### config.mk
export PLATFORM = sky130hd
export DESIGN_NAME = serial_word_rx
export DESIGN_NICKNAME = d
export VERILOG_FILES = /design/src/rtl/serial_word_rx_pkg.sv /design/src/rtl/rx_line_sync.sv /design/src/rtl/rx_framer.sv /design/src/rtl/rx_link_guard.sv /design/src/rtl/serial_word_rx.sv
export SDC_FILE = /design/constraint.sdc
export NUM_CORES = 1
export LEC_CHECK = 0
export BUFFER_PORTS_ARGS = -buffer_cell sky130_fd_sc_hd__buf_2
export CAP_MARGIN = 20
export CORE_MARGIN = 3
export CORE_UTILIZATION = 63
export DETAILED_ROUTE_END_ITERATION = 7
export PLACE_DENSITY = 0.84
export SYNTH_ARGS = -nofsm -noshare
export SYNTH_HDL_FRONTEND = slang
export SYNTH_HIERARCHICAL = 1
export SYNTH_SLANG_ARGS = --single-unit
### constraint.sdc
create_clock -name clk_i -period 3.5 [get_ports clk_i]
set_input_delay 0.7 -clock clk_i [delete_from_list [all_inputs] [get_ports clk_i]]
set_output_delay 0.7 -clock clk_i [all_outputs]
set_load 0.01 [all_outputs]
### src/rtl/serial_word_rx_pkg.sv
package serial_word_rx_pkg;
  typedef enum logic [1:0] {
    ST_HUNT,
    ST_LOW,
    ST_HIGH,
    ST_BITS
  } rx_state_e;
endpackage

### src/rtl/rx_line_sync.sv
module rx_line_sync #(
  parameter int STAGES = 2
) (
  input  logic clk_i,
  input  logic rst_ni,
  input  logic d_i,
  output logic q_o
);
  logic [STAGES-1:0] sync_q;

  // reset to idle-high so no false start after reset
  generate
    for (genvar g = 0; g < STAGES; g++) begin : g_stage
      if (g == 0) begin : g_first
        always_ff @(posedge clk_i or negedge rst_ni) begin
          if (!rst_ni) sync_q[g] <= 1'b1;
          else         sync_q[g] <= d_i;
        end
      end else begin : g_next
        always_ff @(posedge clk_i or negedge rst_ni) begin
          if (!rst_ni) sync_q[g] <= 1'b1;
          else         sync_q[g] <= sync_q[g-1];
        end
      end
    end
  endgenerate

  assign q_o = sync_q[STAGES-1];
endmodule

### src/rtl/rx_framer.sv
module rx_framer
  import serial_word_rx_pkg::*;
#(
  parameter int  DATA_W     = 32,
  parameter int  OS         = 4,
  parameter int  SAMPLE_PH  = 2,
  parameter bit  ODD_PARITY = 1'b0
) (
  input  logic              clk_i,
  input  logic              rst_ni,
  input  logic              line_i,
  output logic              done_o,
  output logic              par_ok_o,
  output logic              stop_ok_o,
  output logic [DATA_W-1:0] word_o
);
  localparam int CNT_W    = (OS > 2) ? $clog2(OS) : 1;
  localparam int IDX_W    = $clog2(DATA_W + 2);
  localparam logic [CNT_W-1:0] CNT_LAST = CNT_W'(OS - 1);
  localparam logic [CNT_W-1:0] CNT_ONE  = CNT_W'(1);
  localparam logic [CNT_W-1:0] CNT_SMP  = CNT_W'(SAMPLE_PH);
  localparam logic [IDX_W-1:0] IDX_PAR  = IDX_W'(DATA_W);
  localparam logic [IDX_W-1:0] IDX_STOP = IDX_W'(DATA_W + 1);

  rx_state_e         state_q;
  logic [CNT_W-1:0]  cnt_q;
  logic [IDX_W-1:0]  idx_q;
  logic [DATA_W-1:0] shift_q;
  logic              par_bit_q;
  logic              at_sample;

  assign at_sample = (state_q == ST_BITS) && (cnt_q == CNT_SMP);

  always_ff @(posedge clk_i or negedge rst_ni) begin
    if (!rst_ni) begin
      state_q   <= ST_HUNT;
      cnt_q     <= '0;
      idx_q     <= '0;
      shift_q   <= '0;
      par_bit_q <= 1'b0;
    end else begin
      unique case (state_q)
        ST_HUNT: begin
          if (!line_i) begin
            state_q <= ST_LOW;
            cnt_q   <= CNT_ONE;
          end
        end
        ST_LOW: begin
          if (line_i) begin
            state_q <= ST_HUNT;
          end else if (cnt_q == CNT_LAST) begin
            state_q <= ST_HIGH;
            cnt_q   <= '0;
          end else begin
            cnt_q <= cnt_q + CNT_ONE;
          end
        end
        ST_HIGH: begin
          // a low here may be the first low of a real start: realign
          if (!line_i) begin
            state_q <= ST_LOW;
            cnt_q   <= CNT_ONE;
          end else if (cnt_q == CNT_LAST) begin
            state_q <= ST_BITS;
            cnt_q   <= '0;
            idx_q   <= '0;
          end else begin
            cnt_q <= cnt_q + CNT_ONE;
          end
        end
        ST_BITS: begin
          if (cnt_q == CNT_LAST) begin
            cnt_q <= '0;
            idx_q <= idx_q + 1'b1;
          end else begin
            cnt_q <= cnt_q + CNT_ONE;
          end
          if (at_sample) begin
            if (idx_q < IDX_PAR) shift_q <= {line_i, shift_q[DATA_W-1:1]};
            if (idx_q == IDX_PAR) par_bit_q <= line_i;
            if (idx_q == IDX_STOP) begin
              state_q <= ST_HUNT;
              cnt_q   <= '0;
            end
          end
        end
        default: state_q <= ST_HUNT;
      endcase
    end
  end

  assign done_o    = at_sample && (idx_q == IDX_STOP);
  assign stop_ok_o = line_i;
  assign par_ok_o  = ((^shift_q) ^ par_bit_q) == ODD_PARITY;
  assign word_o    = shift_q;
endmodule

### src/rtl/rx_link_guard.sv
module rx_link_guard #(
  parameter int OS        = 4,
  parameter int BAD_LIMIT = 4,
  parameter int IDLE_BITS = 256
) (
  input  logic clk_i,
  input  logic rst_ni,
  input  logic line_i,
  input  logic done_i,
  input  logic bad_i,
  output logic link_ok_o
);
  localparam int IDLE_CYC = IDLE_BITS * OS;
  localparam int BAD_W    = $clog2(BAD_LIMIT + 1);
  localparam int IDLE_W   = $clog2(IDLE_CYC + 1);
  localparam logic [BAD_W-1:0]  BAD_LAST  = BAD_W'(BAD_LIMIT - 1);
  localparam logic [IDLE_W-1:0] IDLE_LAST = IDLE_W'(IDLE_CYC - 1);

  logic [BAD_W-1:0]  bad_q;
  logic [IDLE_W-1:0] idle_q;
  logic              link_q;

  always_ff @(posedge clk_i or negedge rst_ni) begin
    if (!rst_ni) begin
      bad_q  <= '0;
      idle_q <= '0;
      link_q <= 1'b1;
    end else if (link_q) begin
      idle_q <= '0;
      if (done_i) begin
        if (!bad_i) begin
          bad_q <= '0;
        end else if (bad_q == BAD_LAST) begin
          bad_q  <= '0;
          link_q <= 1'b0;
        end else begin
          bad_q <= bad_q + 1'b1;
        end
      end
    end else begin
      bad_q <= '0;
      if (!line_i) begin
        idle_q <= '0;
      end else if (idle_q == IDLE_LAST) begin
        idle_q <= '0;
        link_q <= 1'b1;
      end else begin
        idle_q <= idle_q + 1'b1;
      end
    end
  end

  assign link_ok_o = link_q;
endmodule

### src/rtl/serial_word_rx.sv
module serial_word_rx #(
  parameter int DATA_W      = 32,
  parameter int OS          = 4,
  parameter int SAMPLE_PH   = 2,
  parameter int SYNC_STAGES = 2,
  parameter bit ODD_PARITY  = 1'b0,
  parameter int BAD_LIMIT   = 4,
  parameter int IDLE_BITS   = 256
) (
  input  logic              clk_i,
  input  logic              rst_ni,
  input  logic              line_i,
  output logic [DATA_W-1:0] data_o,
  output logic              valid_o,
  output logic              parity_err_o,
  output logic              stop_err_o,
  output logic              link_ok_o
);
  logic              line_s;
  logic              done;
  logic              par_ok;
  logic              stop_ok;
  logic [DATA_W-1:0] word;
  logic              link_ok;
  logic              accept;

  rx_line_sync #(.STAGES(SYNC_STAGES)) u_sync (
    .clk_i (clk_i),
    .rst_ni(rst_ni),
    .d_i   (line_i),
    .q_o   (line_s)
  );

  rx_framer #(
    .DATA_W    (DATA_W),
    .OS        (OS),
    .SAMPLE_PH (SAMPLE_PH),
    .ODD_PARITY(ODD_PARITY)
  ) u_framer (
    .clk_i    (clk_i),
    .rst_ni   (rst_ni),
    .line_i   (line_s),
    .done_o   (done),
    .par_ok_o (par_ok),
    .stop_ok_o(stop_ok),
    .word_o   (word)
  );

  rx_link_guard #(
    .OS       (OS),
    .BAD_LIMIT(BAD_LIMIT),
    .IDLE_BITS(IDLE_BITS)
  ) u_guard (
    .clk_i    (clk_i),
    .rst_ni   (rst_ni),
    .line_i   (line_s),
    .done_i   (done),
    .bad_i    (!(par_ok && stop_ok)),
    .link_ok_o(link_ok)
  );

  assign accept = done && par_ok && stop_ok && link_ok;

  always_ff @(posedge clk_i or negedge rst_ni) begin
    if (!rst_ni) begin
      data_o       <= '0;
      valid_o      <= 1'b0;
      parity_err_o <= 1'b0;
      stop_err_o   <= 1'b0;
    end else begin
      valid_o      <= accept;
      parity_err_o <= done && !par_ok;
      stop_err_o   <= done && !stop_ok;
      if (accept) data_o <= word;
    end
  end

  assign link_ok_o = link_ok;
endmodule

# Yosys cells after proc, flatten, opt, wreduce, memory -nomap -nowiden

Cells that the tools add are included.
W data, S select, Z words.

Bitwise logic cells: 2
Mux-type cells: 31
Add/sub/neg operators: 4
$lt $le $gt $ge: 1
Equality and inequality tests: 19
Reduce and logical (&&, ||, !) cells: 17

Operators with widths:

| operator                | number |
|---|---|
| $mux W11                | 3 |
| $reduce_xor A32 Y1      | 1 |
| $mux W2                 | 12 |
| $mux W6                 | 3 |
| $pmux W2 S4             | 2 |
| $eq A6 B6 Y1 const B    | 2 |
| $mux W3                 | 4 |
| $ne A2 B2 Y1 const B    | 6 |
| $pmux W6 S2             | 1 |
| $add A11 B1 Y11 const B | 1 |
| $eq A11 B10 Y1 const B  | 1 |
| $eq A2 B2 Y1 const B    | 4 |
| $logic_and A1 B1 Y1     | 8 |
| $add A6 B1 Y6 const B   | 1 |
| $lt A6 B6 Y1 const B    | 1 |
| $mux W1                 | 6 |
| $ne A3 B2 Y1 const B    | 2 |
| $reduce_and A3 Y1       | 2 |
| $reduce_and A5 Y1       | 1 |
| $ne A2 B1 Y1 const B    | 2 |
| $reduce_and A4 Y1       | 1 |
| $add A3 B1 Y3 const B   | 1 |
| $eq A3 B2 Y1 const B    | 1 |
| $add A2 B1 Y2 const B   | 1 |
| other kinds (7)         | 7 |

Input bits: 3
Output and inout port bits: 36
Register bits after elaboration: 95
Word-level logic and storage cells: 88

# Depth between registers and ports, before layout

Depth after elaboration: 7
Gate-level depth with buffers: 9
Gate-level depth less buffers: 9

# Hierarchy

The synthesis kept the hierarchy.

By module, submodules not included:

| module         | area an instance (um2) | times used | sequential area each (um2) | cells each |
|---|---|---|---|---|
| rx_framer      | 2,113.3                | 1          | 1,076.0                    | 169 |
| serial_word_rx | 1,420.1                | 1          | 875.8                      | 75 |
| rx_link_guard  | 732.0                  | 1          | 376.6                      | 70 |
| rx_line_sync   | 52.6                   | 1          | 52.6                       | 2 |

# Least setup slack after synthesis

Ideal clock, no wire load.

Kind: register to register
From: register u_framer.shift_q[8], in the netlist u_framer/word_o[8]
To: register data_o[0]
Path slack: 1.119 ns
Arrival time: 2.255 ns
Period minus slack after synthesis: 2.381 ns
Path buffers: 1
Required time: 3.375 ns
Library setup time: 0.125 ns
Stages on the path, launching flop included: 9
Path through: dfrtp_1 -> xor2_1 -> xnor2_1 -> xnor2_2 -> xnor3_1 -> xnor2_1 -> nand4_4 -> buf_6 -> mux2_4

Longest elaborated chain between the ends: 6

Ends and longest elaborated chain:

| item                             | RTL line             | RTL |
|---|---|---|
| start: declaration               | rx_framer.sv:28      | `logic [DATA_W-1:0] shift_q;` |
| start signal: assignment         | rx_framer.sv:80      | `if (idx_q < IDX_PAR) shift_q <= {line_i, shift_q[DATA_W-1:1]};` |
| $reduce_xor A32 Y1               | rx_framer.sv:95      | `assign par_ok_o = ((^shift_q) ^ par_bit_q) == ODD_PARITY;` |
| $xor A1 B1 Y1                    | rx_framer.sv:95      |  |
| $not A1 Y1                       | rx_framer.sv:95      |  |
| net par_ok                       | serial_word_rx.sv:21 | `logic par_ok;` |
| $logic_and A1 B1 Y1 (3 in a row) | serial_word_rx.sv:62 | `assign accept = done && par_ok && stop_ok && link_ok;` |
| end signal: assignment           | serial_word_rx.sv:74 | `if (accept) data_o <= word;` |
| end: declaration                 | serial_word_rx.sv:13 | `output logic [DATA_W-1:0] data_o,` |

The timed path passes the listed nets, and every way through them passes these cells.
A chain may end at the register's enable or synchronous reset.

# Worst setup path after layout

From: register u_framer.shift_q[25], in the netlist u_framer/word_o[25]
To: register data_o[5]

Same word-level chain as after synthesis.

==> qor.yml <==
synthesis.area_um2: 4320
hold_class: "register to register"
placed_area_um2: 4570
setup_viol: 0
p_total_mw: 2.24
fp.dieW_um: 88.8
ys_seq_area_frac: 0.551
yosys_warnings: 6
cp_max_fo: 25
rr_worst_depth: 8
worstMarginPinSlew_ns: 0.875
clk_path_buf_depth: 2
drt-pass1-iter-count: 4
grt_pass1_vias: 2550
fmax_ghz: 0.346
required_ns: 3.74
layout-drive-gt1-share: 0.266
cts.sinks: 95
syn-num-nets: 326
htreeDepth: 3
p_clk_frac: 0.344
status: "finished clean"
syn_to_final_growth_pct: 10.7
fp.dieH_um: 88.8
antenna_found_initial: 0
grt.total_usage: 0.210
fin_util: 0.736
clk_pin_slew_ns: 0.09
grt_first_pass_wirelength_um: 12500
clockRootBuffer: "clkbuf_8"
ys_seq_elements: 95
die_area_um2: 7880
fillers: 430
numCtsBuffers: 9
nets: 369
drt-vias-per-instance: 5.69
post-route-drc-count: 0
final.period_utilization: 0.826
hold_path_depth: 0
power_switching_mw: 0.583
syn_avg_cell_area_um2: 13.7
layout.cells.most_common: "dfrtp_1"
place.port_buffers: 38
rsz0062_at_grt: "no"
ctsHoldBuffers: 0
max_cap_violations: 0
fin_crit_ns: 2.89
fin_setup_tns_ns: 0
fin_area_um2: 4780
cts_tree: "yes"
skew_ns: 0.0141
p_seq_frac: 0.547
pin_count: 39
synthCells: 316
grt_start_max_net_pins: 74
initial_core_util: 0.665
end_kind: "register"
finalHoldViolCount: 0
dr.first_iter.drc_count: 97
worst_slack_ns: 0.609
intPower_mw: 1.65
p_leak_nw: 2.50
rows: 29
cts_resized: 0
dp_slack_ns: 0.649
vias: 2509
ir_drop_v: 0.000302
netSwitchingFraction: 0.260
maxSlewHeadroom: 0.417
crit_arrival_ns: 3.13
place.gp.congestion: 0.795
powerDensity_nw_per_um2: 468
gr-total-overflow: 0
slew_viol_final: 0
place_hpwl_um: 4780
worst-setup-path-type: "register to register"
core_area_um2: 6490
wirelength_um: 7310
startpoint_type: "register"
ant_nets: 0
ys_types: 46
clkLatencyLatePin_ns: 0.36
regToRegSetupSlack_ns: 0.61
most-common-layout-cells: "92 x dfrtp_1, 37 x buf_2, 33 x mux2_1, 29 x mux2_4, 29 x xnor2_1"
antenna_cells: 0
cts_setup_buffers: 0
combPwrFrac: 0.109
wl_per_cell_um: 16.6
## metal layers
metal,wire length (µm),vias to the layer above,share of wire,global-route usage
met1,3380,1262,0.46,0.285
met2,3560,42,0.49,0.329
li1,-,1191,-,-
met4,179,0,0.025,0.109
met3,193,14,0.026,0.0317
met5,0,-,0,0
## power groups by stage
stage	Sequential [mW]	Combinational (mW)	Clock, mW
floorplan	1.20	0.214	0
global placement	1.24	0.232	0
detailed placement	1.24	0.242	0
CTS	1.22	0.248	0.788
global route	1.24	0.281	0.855
finish	1.22	0.244	0.769
## worst max-delay path, cell delays in order (launching register included)
cell	delay (ns)
dfrtp_1	0.43
xnor2_1	0.15
xnor2_1	0.24
xnor2_1	0.16
xnor3_1	0.43
xnor2_1	0.33
nand4_4	0.29
buf_4	0.36
mux2_4	0.35
## area by class of cell
class | instances | area, µm² | area share
Inverter | 8 | 30.0 | 0.00628
Tap cell | 77 | 96.3 | 0.0202
Sequential cell | 95 | 2380 | 0.498
Clock buffer | 9 | 124 | 0.0259
Timing Repair Buffer | 42 | 223 | 0.0466
Clock inverter | 7 | 87.6 | 0.0183
Multi-Input combinational cell | 203 | 1840 | 0.385
## synthesized netlist by cell type, drive strengths merged
library cell  instances  area (µm²)
o21a                  1        7.51
o41ai                 1        27.5
nor2                 15        56.3
nand3                11        55.1
ha                    7        87.6
or3                   3        18.8
nand2b                3        18.8
buf                   7        56.3
a21o                  2        15.0
dfrtp                92        2300
dfstp                 3        78.8
a21boi                2        15.0
a21oi                 7        35.0
nand2                12        45.0
o22ai                 2        12.5
nor4                  1        6.26
a22o                  1        8.76
xnor2                30         270
o21ai                 4        20.0
o211ai                1        7.51
xnor3                 1        22.5
o31ai                 1        7.51
nor2b                 5        31.3
o311a                 1        10.0
and3b                 1        8.76
o221ai                2        17.5
or4                   2        15.0
nor3                  3        15.0
a31oi                 2        12.5
nand4                 6        58.8
mux2                 65         841
xor2                  7        61.3
nor3b                 1        7.51
nand4b                1        8.76
inv                   8        30.0
clkbuf                3        11.3
and3                  1        6.26
o311ai                1        8.76
## sequential cells by signal, summed over array words and instances, names as in the netlist
signal / count
data_o: 32
parity_err_o: 1
stop_err_o: 1
u_framer/cnt_q: 2
u_framer/idx_q: 6
u_framer/par_bit_q: 1
u_framer/state_q: 2
u_framer/word_o: 32
u_guard/bad_q: 3
u_guard/idle_q: 11
u_guard/link_ok_o: 1
u_sync/q_o: 1
u_sync/sync_q: 1
valid_o: 1
## per-stage QoR
| stage | hold WS (ns) | instances |
|---|---|---|
| floorplan | 0.345 | 316 |
| global placement | 0.347 | 425 |
| detailed placement | 0.347 | 425 |
| CTS | 0.360 | 441 |
| global route | 0.363 | 441 |
| finish | 0.359 | 441 |
## cell families after synthesis
kind of cell | Yosys count | share of synthesized area
AND/OR/NAND/NOR | 65 | 0.0814
multiplexers | 65 | 0.195
XOR/XNOR | 38 | 0.0820
flip-flops | 95 | 0.551
buffers and inverters | 18 | 0.0226
AO/OA/AOI/OAI | 28 | 0.0475
adder cells (fa/ha/maj) | 7 | 0.0203
## path summary, 6_finish.rpt
path	end	startpoint
min in group asynchronous	valid_o$_DFF_PN0_	rst_ni
hold reg to reg	u_sync/q_o$_DFF_PN1_	u_sync/sync_q[0]$_DFF_PN1_
hold / removal	u_sync/q_o$_DFF_PN1_	u_sync/sync_q[0]$_DFF_PN1_
setup / recovery	data_o[5]$_DFFE_PN0P_	u_framer/word_o[25]$_DFFE_PN0P_
max in group asynchronous	u_sync/q_o$_DFF_PN1_	rst_ni
setup reg to reg	data_o[5]$_DFFE_PN0P_	u_framer/word_o[25]$_DFFE_PN0P_
(Power assumes the default switching activity.)
